`src/rtl/mc_cfg_pkg.sv`:
```
package mc_cfg_pkg;
  localparam int unsigned DW = 32;

  localparam logic [DW-1:0] EN_WMASK_V0  = 32'h0000_0103;
  localparam logic [DW-1:0] EN_WMASK_V12 = 32'h0000_0BFF;
  localparam logic [DW-1:0] EN_KEEP_V0   = 32'h0000_0100;
  localparam logic [DW-1:0] EN_KEEP_V12  = 32'hFF00_0BFC;
  localparam logic [DW-1:0] DLY_RST      = 32'h0000_0020;

  typedef enum logic [1:0] {
    IDX_EN  = 2'd0,
    IDX_DLY = 2'd1,
    IDX_FSR = 2'd2,
    IDX_VCR = 2'd3
  } reg_idx_e;

  function automatic logic [DW-1:0] impl_code(int unsigned v);
    return {4'(v), 28'h0};
  endfunction

  function automatic logic [DW-1:0] en_wmask(int unsigned v);
    return (v == 0) ? EN_WMASK_V0 : EN_WMASK_V12;
  endfunction

  function automatic logic [DW-1:0] en_keep(int unsigned v);
    return (v == 0) ? EN_KEEP_V0 : EN_KEEP_V12;
  endfunction

  // value stored on a software write to the enable register
  function automatic logic [DW-1:0] en_store(int unsigned v, logic [DW-1:0] d);
    return (v == 0) ? (d & EN_WMASK_V0) : (impl_code(v) | (d & EN_WMASK_V12));
  endfunction
endpackage

```
`src/rtl/mc_cfg_decode.sv`:
```
module mc_cfg_decode #(
  parameter int unsigned ADDR_W     = 13,
  parameter int unsigned DIAG_DEPTH = 16,
  parameter bit          DIAG_EN    = 1'b1,
  localparam int unsigned DIAG_AW   = $clog2(DIAG_DEPTH)
) (
  input  logic [ADDR_W-1:0]  addr_i,
  output logic               sel_en_o,
  output logic               sel_dly_o,
  output logic               sel_fsr_o,
  output logic               sel_vcr_o,
  output logic               sel_diag_o,
  output logic [DIAG_AW-1:0] diag_idx_o
);
  import mc_cfg_pkg::*;

  localparam int unsigned IDX_W = ADDR_W - 3;
  localparam logic [ADDR_W-2:0] DIAG_LIM = (ADDR_W-1)'(DIAG_DEPTH);

  logic              in_win;
  logic [ADDR_W-2:0] offset;
  logic [IDX_W-1:0]  idx;

  assign in_win = addr_i[ADDR_W-1];
  assign offset = addr_i[ADDR_W-2:0];
  assign idx    = offset[ADDR_W-2:2];

  assign sel_en_o   = !in_win && (idx == IDX_W'(IDX_EN));
  assign sel_dly_o  = !in_win && (idx == IDX_W'(IDX_DLY));
  assign sel_fsr_o  = !in_win && (idx == IDX_W'(IDX_FSR));
  assign sel_vcr_o  = !in_win && (idx == IDX_W'(IDX_VCR));
  assign sel_diag_o = DIAG_EN && in_win && (offset < DIAG_LIM);
  assign diag_idx_o = offset[DIAG_AW-1:0];
endmodule

```
`src/rtl/mc_cfg_enable.sv`:
```
module mc_cfg_enable #(
  parameter int unsigned VARIANT = 0
) (
  input  logic        clk_i,
  input  logic        por_ni,
  input  logic        warm_rst_ni,
  input  logic        we_i,
  input  logic [31:0] wdata_i,
  output logic [31:0] en_o
);
  import mc_cfg_pkg::*;

  localparam logic [31:0] KEEP = en_keep(VARIANT);
  localparam logic [31:0] POR  = impl_code(VARIANT);

  logic [31:0] store;
  logic [31:0] keep_q;
  logic [31:0] clr_q;

  assign store = en_store(VARIANT, wdata_i);

  // bits that survive a warm reset: power-on only
  always_ff @(posedge clk_i or negedge por_ni) begin
    if (!por_ni)   keep_q <= POR & KEEP;
    else if (we_i) keep_q <= store & KEEP;
  end

  // bits cleared by either reset
  always_ff @(posedge clk_i or negedge warm_rst_ni) begin
    if (!warm_rst_ni) clr_q <= POR & ~KEEP;
    else if (we_i)    clr_q <= store & ~KEEP;
  end

  assign en_o = keep_q | clr_q;
endmodule

```
`src/rtl/mc_cfg_diag.sv`:
```
module mc_cfg_diag #(
  parameter int unsigned DEPTH  = 16,
  parameter bit          ENABLE = 1'b1,
  localparam int unsigned AW    = $clog2(DEPTH)
) (
  input  logic          clk_i,
  input  logic          por_ni,
  input  logic          we_i,
  input  logic [7:0]    wdata_i,
  input  logic [AW-1:0] idx_i,
  output logic [7:0]    rd_o
);
  if (ENABLE) begin : g_store
    logic [7:0] mem_q [DEPTH];
    always_ff @(posedge clk_i or negedge por_ni) begin
      if (!por_ni) begin
        for (int i = 0; i < DEPTH; i++) mem_q[i] <= '0;
      end else if (we_i) begin
        mem_q[idx_i] <= wdata_i;
      end
    end
    assign rd_o = mem_q[idx_i];
  end else begin : g_none
    logic unused_in;
    assign unused_in = ^{clk_i, por_ni, we_i, wdata_i, idx_i};
    assign rd_o = '0;
  end
endmodule

```
`src/rtl/mc_cfg_regs.sv`:
```
module mc_cfg_regs #(
  parameter int unsigned VARIANT    = 0,
  parameter int unsigned ADDR_W     = 13,
  parameter int unsigned DIAG_DEPTH = 16
) (
  input  logic              clk_i,
  input  logic              por_ni,
  input  logic              rst_ni,
  input  logic [ADDR_W-1:0] addr_i,
  input  logic              wr_en_i,
  input  logic [31:0]       wdata_i,
  output logic [31:0]       rdata_o,
  input  logic              fault_stb_i,
  input  logic [31:0]       fault_status_i,
  output logic              irq_o
);
  import mc_cfg_pkg::*;

  localparam bit          DIAG_EN = (VARIANT == 0);
  localparam int unsigned DIAG_AW = $clog2(DIAG_DEPTH);

  logic               any_rst_n;
  logic               sel_en, sel_dly, sel_fsr, sel_vcr, sel_diag;
  logic [DIAG_AW-1:0] diag_idx;
  logic [31:0]        en_val;
  logic [31:0]        dly_q, fsr_q, vcr_q;
  logic               irq_q;
  logic [7:0]         diag_rd;

  assign any_rst_n = por_ni & rst_ni;

  mc_cfg_decode #(
    .ADDR_W    (ADDR_W),
    .DIAG_DEPTH(DIAG_DEPTH),
    .DIAG_EN   (DIAG_EN)
  ) u_decode (
    .addr_i    (addr_i),
    .sel_en_o  (sel_en),
    .sel_dly_o (sel_dly),
    .sel_fsr_o (sel_fsr),
    .sel_vcr_o (sel_vcr),
    .sel_diag_o(sel_diag),
    .diag_idx_o(diag_idx)
  );

  mc_cfg_enable #(.VARIANT(VARIANT)) u_enable (
    .clk_i      (clk_i),
    .por_ni     (por_ni),
    .warm_rst_ni(any_rst_n),
    .we_i       (wr_en_i && sel_en),
    .wdata_i    (wdata_i),
    .en_o       (en_val)
  );

  mc_cfg_diag #(.DEPTH(DIAG_DEPTH), .ENABLE(DIAG_EN)) u_diag (
    .clk_i  (clk_i),
    .por_ni (por_ni),
    .we_i   (wr_en_i && sel_diag),
    .wdata_i(wdata_i[7:0]),
    .idx_i  (diag_idx),
    .rd_o   (diag_rd)
  );

  always_ff @(posedge clk_i or negedge any_rst_n) begin
    if (!any_rst_n) begin
      dly_q <= DLY_RST;
      vcr_q <= '0;
    end else if (wr_en_i) begin
      if (sel_dly) dly_q <= wdata_i;
      if (sel_vcr) vcr_q <= wdata_i;
    end
  end

  // hardware capture has priority over a software clear
  always_ff @(posedge clk_i or negedge any_rst_n) begin
    if (!any_rst_n) begin
      fsr_q <= '0;
      irq_q <= 1'b0;
    end else if (fault_stb_i) begin
      fsr_q <= fault_status_i;
      irq_q <= 1'b1;
    end else if (wr_en_i && sel_fsr) begin
      fsr_q <= wdata_i;
      irq_q <= 1'b0;
    end
  end

  always_comb begin
    rdata_o = '0;
    if (sel_en)   rdata_o = en_val;
    if (sel_dly)  rdata_o = dly_q;
    if (sel_fsr)  rdata_o = fsr_q;
    if (sel_vcr)  rdata_o = vcr_q;
    if (sel_diag) rdata_o = {24'h0, diag_rd};
  end

  assign irq_o = irq_q;
endmodule

```
`config.mk`:
```
export PLATFORM = sky130hd
export DESIGN_NAME = mc_cfg_regs
export DESIGN_NICKNAME = d
export VERILOG_FILES = /design/src/rtl/mc_cfg_pkg.sv /design/src/rtl/mc_cfg_decode.sv /design/src/rtl/mc_cfg_enable.sv /design/src/rtl/mc_cfg_diag.sv /design/src/rtl/mc_cfg_regs.sv
export SDC_FILE = /design/constraint.sdc
export NUM_CORES = 1
export LEC_CHECK = 0
export BUFFER_PORTS_ARGS = -buffer_cell sky130_fd_sc_hd__clkbuf_2
export CAP_MARGIN = 20
export CORE_UTILIZATION = 49
export CTS_BUF_LIST = sky130_fd_sc_hd__clkbuf_2
export CTS_CLUSTER_DIAMETER = 60
export CTS_CLUSTER_SIZE = 40
export DETAILED_ROUTE_END_ITERATION = 8
export GPL_TIMING_DRIVEN = 0
export PLACE_DENSITY = 0.79
export SYNTH_ARGS = -nofsm -noshare
export SYNTH_HDL_FRONTEND = slang
export SYNTH_SLANG_ARGS = --single-unit
```
`constraint.sdc`:
```
create_clock -name clk_i -period 8.2 [get_ports clk_i]
set_clock_uncertainty 0.15 [all_clocks]
set_input_delay 1.64 -clock clk_i [delete_from_list [all_inputs] [get_ports clk_i]]
set_output_delay 1.64 -clock clk_i [all_outputs]
set_load 0.02 [all_outputs]
```
==> results of run 1 <==
critical path: stages:
cell and delay, ns:
clkbuf_1 0.32, buf_2 0.37, buf_2 0.34, buf_1 0.60, a221oi_1 0.20, nor4b_1 0.66
clkbuf_2 0.29
metal layers:
metal  global-route usage  part of all wire  wire, um
met1               0.3089              0.42     10780
met5                    0           0.00047        12
met3              0.04578             0.070      1793
met2               0.3856              0.48     12280
met4              0.06500             0.025       646
synth_stat cells, types with 2 or more instances:
library cell / n
dfrtp_1: 227
mux2_2: 217
nand2_1: 45
mux2i_1: 42
mux4_2: 39
clkbuf_1: 32
o21ai_0: 30
nor2_1: 28
a22oi_1: 23
buf_2: 20
a21oi_1: 10
nor2_2: 8
o21ai_1: 5
a221oi_1: 4
buf_1: 4
mux2_1: 4
nand3_1: 4
nor2_8: 4
buf_4: 3
nand3b_1: 3
nand4_1: 3
nor2b_1: 3
a22o_1: 2
and2_1: 2
and3b_1: 2
or4_4: 2
how the worst max path moves through the flow:
stage	from	endpoint	slack [ns]	depth (start not counted)
floorplan	addr_i[3]	rdata_o[2]	2.85	6
global placement	por_ni	fsr_q[14]	-0.66	2
detailed placement	addr_i[2]	rdata_o[6]	2.06	10
CTS	addr_i[2]	rdata_o[7]	2.09	10
global route	addr_i[2]	rdata_o[7]	1.93	10
finish	addr_i[3]	rdata_o[2]	1.99	7
power breakdown:
part | total (mW) | switching (mW) | internal (mW)
sequential | 1.16 | 0.00965 | 1.15
clock | 0.482 | 0.392 | 0.0905
combinational | 0.156 | 0.0979 | 0.0576
total | 1.79 | 0.499 | 1.29
final cells by class:
type / instances / area [um2]
clock inverters: 11 / 95.09
fillers: 1830 / 9822
clock buffers: 21 / 105.1
flip-flops and latches: 228 / 5707
plain buffers: 60 / 269.0
repair buffers: 103 / 569.3
inverters: 2 / 7.507
multi-input cells: 493 / 4898
well taps: 280 / 350.3
layout by cell type, fill, tap and decap left out, types with 2 or more instances in the layout:
cell type | Yosys | final
buf_1 | 4 | 4
nor2_1 | 28 | 28
buf_4 | 3 | 3
nor2_8 | 4 | 4
or4_4 | 2 | 2
clkinvlp_4 | 0 | 2
nand3_1 | 4 | 4
and3b_1 | 2 | 2
mux2_2 | 217 | 217
o21ai_0 | 30 | 30
mux2_1 | 4 | 4
mux4_2 | 39 | 39
clkbuf_1 | 32 | 32
clkinv_8 | 0 | 2
dfrtp_1 | 227 | 227
nor2_2 | 8 | 8
nand3b_1 | 3 | 3
a22oi_1 | 23 | 23
a221oi_1 | 4 | 4
inv_8 | 0 | 2
o21ai_1 | 5 | 5
mux2i_1 | 42 | 42
buf_2 | 20 | 20
buf_16 | 0 | 2
nand2_1 | 45 | 45
nand4_1 | 3 | 3
a21oi_1 | 10 | 10
clkinv_1 | 1 | 4
nor2b_1 | 3 | 3
a22o_1 | 2 | 2
clkbuf_2 | 0 | 121
kinds of logic after synthesis:
group / count (synthesis) / synth area share
DFF: 228 / 0.5246
and+or+nand+nor: 115 / 0.05900
muxes: 302 / 0.3481
buffers and inverters: 62 / 0.02542
AOI/OAI and AO/OA: 76 / 0.04290
flip-flops by register name, indices dropped and copies added, names as in the netlist:
signal	cells
u_diag.g_store.mem_q	128
fsr_q	32
irq_o	1
u_enable.clr_q	2
dly_q	32
vcr_q	32
u_enable.keep_q	1
==> metrics, run 1 <==
maximum clock path buffer count 3; Crit Path Class input port to output port; fin crit share 0.7578; Seq/Total Area, Yosys 0.5246; via count of the first global-routing pass around 7300; endpoints failing setup 0; CP Capture Type output port; cts bufs inserted 18; Synthesis Warnings 0; CTS tree yes; post-cts sizing count 0; RSZ-0062 raised after global routing no; vias between 7000 and 8000; Hold Buf Count CTS 0; Pleak approximately 5.8 nW; share of cells above drive strength 1 0.4717; GRT overflow 0; Placed Cells 1166; Util after Layout 0.5499; Hold Slack ~0.38 ns; Die Span X 151.0 um; routed wire length approximately 26000 um; average cell area after synthesis between 10 and 15 um2; pwr dens 149.5 nW/um2; Cells after Synth 783; initial antenna violation count 1; I/O Buffers about 100; clock-pin slew on the worst setup and hold paths 0.25 ns; WP data arrival between 4 and 5 ns; Worst Tran Pin Value roughly 1.1 ns; hold_sp dly_q[3]; DR iter-0 viols roughly 400; die height 151.0 um; share of the synthesized area in the top cell type 0.5221; Worst Hold Class register to register; Tmin final ~6.2 ns; Design Area, Final about 12000 um2; H-Tree Depth 1; Hold Vio Cnt, Final 0; total of max-cap violations 0; slew margin rel. 0.2592; Place WS 2.057 ns; critical path fanouts, max 10; max-slew violation count 0; Cell variety after synth 43; number of synthesized register bits roughly 230; Total Power approximately 1.8 mW; Setup Fix Bufs, Post-CTS 0; GPL Wtd Cong roughly 0.88; router iterations before antenna repair 5; die area about 23000 um2; DP HPWL roughly 18000 um; cell taking the most area after synthesis dfrtp_1; setup ws final 1.986 ns; # IOs between 100 and 150; # nets final 988; Initial Utilization 0.4985; worst skew pair latency 0.80 ns; VDD IR max between 0.07 and 0.08 mV; status finished, final reports clean; Post-synth EDFFs 0; fin cells 1198; DR WL/cell 21.29 um; worst reg2reg startpoint dly_q[6]; Synth Flop Type dfrtp_1; Core Area approximately 22000 um2; top cells by area, synth dfrtp_1, mux2_2, mux4_2; Detail Route Antenna Nets 0; clock sinks ~230; largest net degree at the start of global routing a little over 100; gr usage total 0.2317; Syn-to-layout area delta 10.32%; Worst R2R Path Depth 1; ys async rst share 1.000; fmax around 160 MHz; first-pass GRT wire length between 40000 and 50000 um; Critical Path RT ~6.4 ns; Worst Hold Path EP dly_q[3]; Post-route DRC 0; FF-to-FF setup slack about 7.3 ns; # diodes 0; Post-Route Setup TNS 0 ns; CP Launch Type input port; DP Area between 10000 and 15000 um2; R2R Path End dly_q[6]; clock root buffer clkbuf_2; Rows 54; vias per inst between 5 and 6; Worst Hold Path Cells 1; Post-Syn Nets approximately 870; cell area after synthesis 10880 um2
Power figures use the tool's default switching activity.
==> run 2: changes to the inputs <==
clock period = 6.03 ns   (was 8.2 ns; I/O delays follow)
==> metrics, run 2 (synthesized netlist as in run 1, its figures left out) <==
status finished, final reports clean; Switching Fraction 0.2785; GRT overflow 0; Hold Slack around 0.22 ns; initial antenna violation count 1; # diodes 0; WP data arrival roughly 4 ns; critical path fanouts, max 10; vias between 7000 and 8000; # nets final 989; max reg flops 128; # IOs 115; FILL cells approximately 1800; fin cells around 1200; die area approximately 23000 um2; Pleak 5.797 nW; Worst Hold Class input port to asynchronous set/reset pin; DP HPWL roughly 18000 um; first-pass GRT wire length ~40000 um; max-slew violation count 0; Cell Int Power 1.761 mW; Hold Buf Count CTS 1; worst reg2reg startpoint dly_q[6]; Tmin final ~5.3 ns; Detail Route Antenna Nets 0; VDD IR max 0.1078 mV; sequential power share 0.644; Hold Vio Cnt, Final 0; Core Area around 22000 um2; NetSw a little under 0.7 mW; gr usage total 0.2317; largest net degree at the start of global routing 103; Placed Cells roughly 1200; most frequent cells in the layout dfrtp_1, mux2_2, clkbuf_2, nand2_1, mux2i_1; Initial Utilization 0.4985; H-Tree Depth 1; Clk pwr share 0.269; Util after Layout 0.5504; CP Capture Type output port; I/O Buffers slightly above 100; GPL Wtd Cong between 0.8 and 0.9; RSZ-0062 raised after global routing no; Biggest register u_diag.g_store.mem_q; DR WL/cell 21.34 um; worst skew pair latency just over 0.8 ns; Post-route DRC 0; CTS tree yes; Setup Fix Bufs, Post-CTS 0; clock sinks around 230; Crit Path Class input port to output port; DR iter-0 viols approximately 380; die height roughly 150 um; fin crit share 0.8818; endpoints failing setup 0; total of max-cap violations 0; maximum clock path buffer count 3; Rows 54; post-cts sizing count 0; Critical Path RT roughly 4.7 ns; routed wire length 25590 um; router iterations before antenna repair 5; fmax approximately 190 MHz; share of cells above drive strength 1 0.4712; CP Launch Type input port; clock root buffer clkbuf_2; clock-pin slew on the worst setup and hold paths ~0.37 ns; Die Span X 151.0 um; slew margin rel. 0.2618; vias per inst 5.882; Logic pwr share 0.087; via count of the first global-routing pass 7284; cts bufs inserted 18; Syn-to-layout area delta 10.41%; Worst Tran Pin Value about 1.1 ns; most common cell after layout, fill and taps aside dfrtp_1; pwr dens approximately 200 nW/um2; Setup crit start addr_i[3]
[run 2: cell types whose count changed in the layout (fill, tap and decap cells not counted)]
cell	before	now
dlygate4sd3_1	0	1
[run 2: final timing paths]
path,depth (start not counted),slack [ns],to
min in group clk_i,1,0.38,dly_q[7]
min reg2reg,1,0.38,dly_q[7]
max reg2reg,1,5.08,dly_q[6]
max in group asynchronous,5,3.37,fsr_q[19]
max,7,0.71,rdata_o[2]
min,2,0.22,vcr_q[2]
[run 2: layer usage]
layer | GRT usage | routed length, um
met4 | 0.06500 | 679
met5 | 0 | 12
met3 | 0.04518 | 1774
met1 | 0.3093 | 10790
met2 | 0.3856 | 12340
[run 2: power groups by stage]
stage	Combinational, mW	Clock (mW)	Sequential (mW)
2_1_floorplan	0.119	0	1.59
3_3_place_gp	0.202	0	1.59
3_5_place_dp	0.213	0	1.59
4_1_cts	0.213	0.673	1.57
5_1_grt	0.234	0.728	1.58
6_report	0.212	0.656	1.57
[run 2: final cells by class]
type                            instances  area, um2  area share
Buffer                                 60      269.0     0.02240
Clock buffer                           21      105.1    0.008750
Clock inverter                         11      95.09    0.007917
Inverter                                2      7.507   0.0006250
Tap cell                              280      350.3     0.02917
Sequential cell                       228       5707      0.4751
Multi-Input combinational cell        493       4898      0.4078
Timing Repair Buffer                  104      579.3     0.04823
[run 2: worst max-delay path, stage by stage]
cell and delay, ns:
clkbuf_1 0.31, buf_2 0.37, buf_2 0.34, buf_1 0.60, a221oi_1 0.20, nor4b_1 0.64, clkbuf_2 0.28
[run 2: stage by stage]
stage	instance area, um2	worst slack, ns	TNS (ns)	power [mW]
2_1_floorplan	10880	1.548	0	1.710
3_3_place_gp	11740	-2.398	-235.67	1.797
3_5_place_dp	11800	0.7548	0	1.807
4_1_cts	12010	0.7928	0	2.459
5_1_grt	12010	0.6326	0	2.539
6_report	12010	0.7128	0	2.441
==> run 3: changes to the inputs <==
CORE_MARGIN = 2   (was default)
==> metrics, run 3 (synthesized netlist as in run 1, its figures left out) <==
Biggest register u_diag.g_store.mem_q; Total Power about 2.5 mW; Worst Tran Pin Value approximately 0.65 ns; Cell Chain, Critical Path clkbuf_1 -> buf_2 -> buf_2 -> buf_1 -> a221oi_1 -> nor4b_1 -> clkbuf_2; Post-Route Setup TNS 0 ns; post-cts sizing count 0; GRT overflow 0; Initial Utilization 0.4985; RSZ-0062 raised after global routing no; Hold Vio Cnt, Final 0; CP Capture Type output port; H-Tree Depth 1; I/O Buffers between 100 and 150; # IOs approximately 120; endpoints failing setup 0; max reg flops 128; critical path fanouts, max 10; Placed Cells approximately 1200; DR WL/cell about 21 um; CP max stage delay just under 0.6 ns; die height 153.0 um; Critical Path RT approximately 4.7 ns; clock-pin slew on the worst setup and hold paths between 0.3 and 0.4 ns; routed wire length around 25000 um; crit path max-delay cell type nor4b_1; Die Span X ~150 um; fmax between 150 and 200 MHz; total of max-cap violations 0; worst path buffer plus inverter count 5; Tmin final about 5.3 ns; DP HPWL ~18000 um; most common cell after layout, fill and taps aside dfrtp_1; fin cells about 1200; Worst Hold Class input port to asynchronous set/reset pin; Pleak approximately 5.8 nW; largest delay contributor family on the critical path buffers and inverters; cts bufs inserted 17; Setup Fix Bufs, Post-CTS 0; worst skew pair latency 0.82 ns; Syn-to-layout area delta 10.72%; Hold Buf Count CTS 0; Util after Layout 0.5519; status finished, final reports clean; max-slew violation count 0; most frequent cells in the layout dfrtp_1, mux2_2, clkbuf_2, nand2_1, mux2i_1; Crit Path Class input port to output port; die area between 20000 and 25000 um2; slew margin rel. 0.5695; VDD IR max 0.1900 mV; via count of the first global-routing pass 7207; Detail Route Antenna Nets 0; Core Area 21820 um2; share of cells above drive strength 1 0.4733; clock sinks approximately 230; Post-route DRC 0; maximum clock path buffer count 3; GPL Wtd Cong approximately 0.83; largest net degree at the start of global routing approximately 90; # nets final ~990; pwr dens 206.6 nW/um2; gr usage total 0.2170; initial antenna violation count 3; FF-to-FF setup slack about 5.1 ns; Rows 54; vias per inst just under 6; DR iter-0 viols between 500 and 600; router iterations before antenna repair 5; CP most frequent cell buf_2; CP Launch Type input port; vias between 6000 and 7000; clock root buffer clkbuf_2; fin crit share 0.8777; CTS tree yes; WP data arrival about 4 ns; first-pass GRT wire length 40410 um
## run 3: through the flow
step | area (um2) | hold WS [ns] | worst slack [ns]
finish | 12050 | 0.09500 | 0.7373
global placement | 11740 | 0.3224 | -2.405
detailed placement | 11800 | 0.3309 | 0.7489
global route | 12050 | 0.04935 | 0.6954
floorplan | 10880 | 0.3084 | 1.548
CTS | 12030 | 0.06693 | 0.7451
## run 3: final cells by class
type	instances	area, um2
Multi-Input combinational cell	493	4898
Tap cell	280	350.3
Timing Repair Buffer	105	581.8
Sequential cell	228	5707
Clock buffer	18	90.09
Buffer	60	269.0
Fill cell	1837	9778
Antenna cell	2	5.005
Inverter	2	7.507
Clock inverter	11	136.4
## run 3: path summary, 6_finish.rpt
kind	startpoint	end	cells past startpoint
worst min-delay path	por_ni	u_diag.g_store.mem_q[124]	1
max in group asynchronous	por_ni	dly_q[5]	4
min in group clk_i	fault_status_i[15]	fsr_q[15]	3
worst max-delay path	addr_i[3]	rdata_o[2]	7
worst max register to register	fsr_q[13]	fsr_q[13]	2
worst min register to register	dly_q[7]	dly_q[7]	1
## run 3: report_power, final
part           leakage [nW]  switching [mW]  total, mW  internal, mW
Clock                 0.137           0.539      0.704         0.165
Combinational          2.55           0.133      0.212        0.0787
Sequential             3.12          0.0133       1.57          1.56
## run 3: per-layer routing
metal  vias to the layer above  part of all wire  global-route usage
li1                       3110                 -                   -
met1                      3567              0.44              0.3087
met2                       242              0.47              0.3506
met3                        41             0.063             0.03856
met4                         2             0.025             0.05335
met5                         -           0.00051                   0
## run 3: worst register-to-register path, stage by stage (launching register included)
cell and delay, ns:
dfrtp_1 0.47, mux2i_1 0.16, o21ai_0 0.10
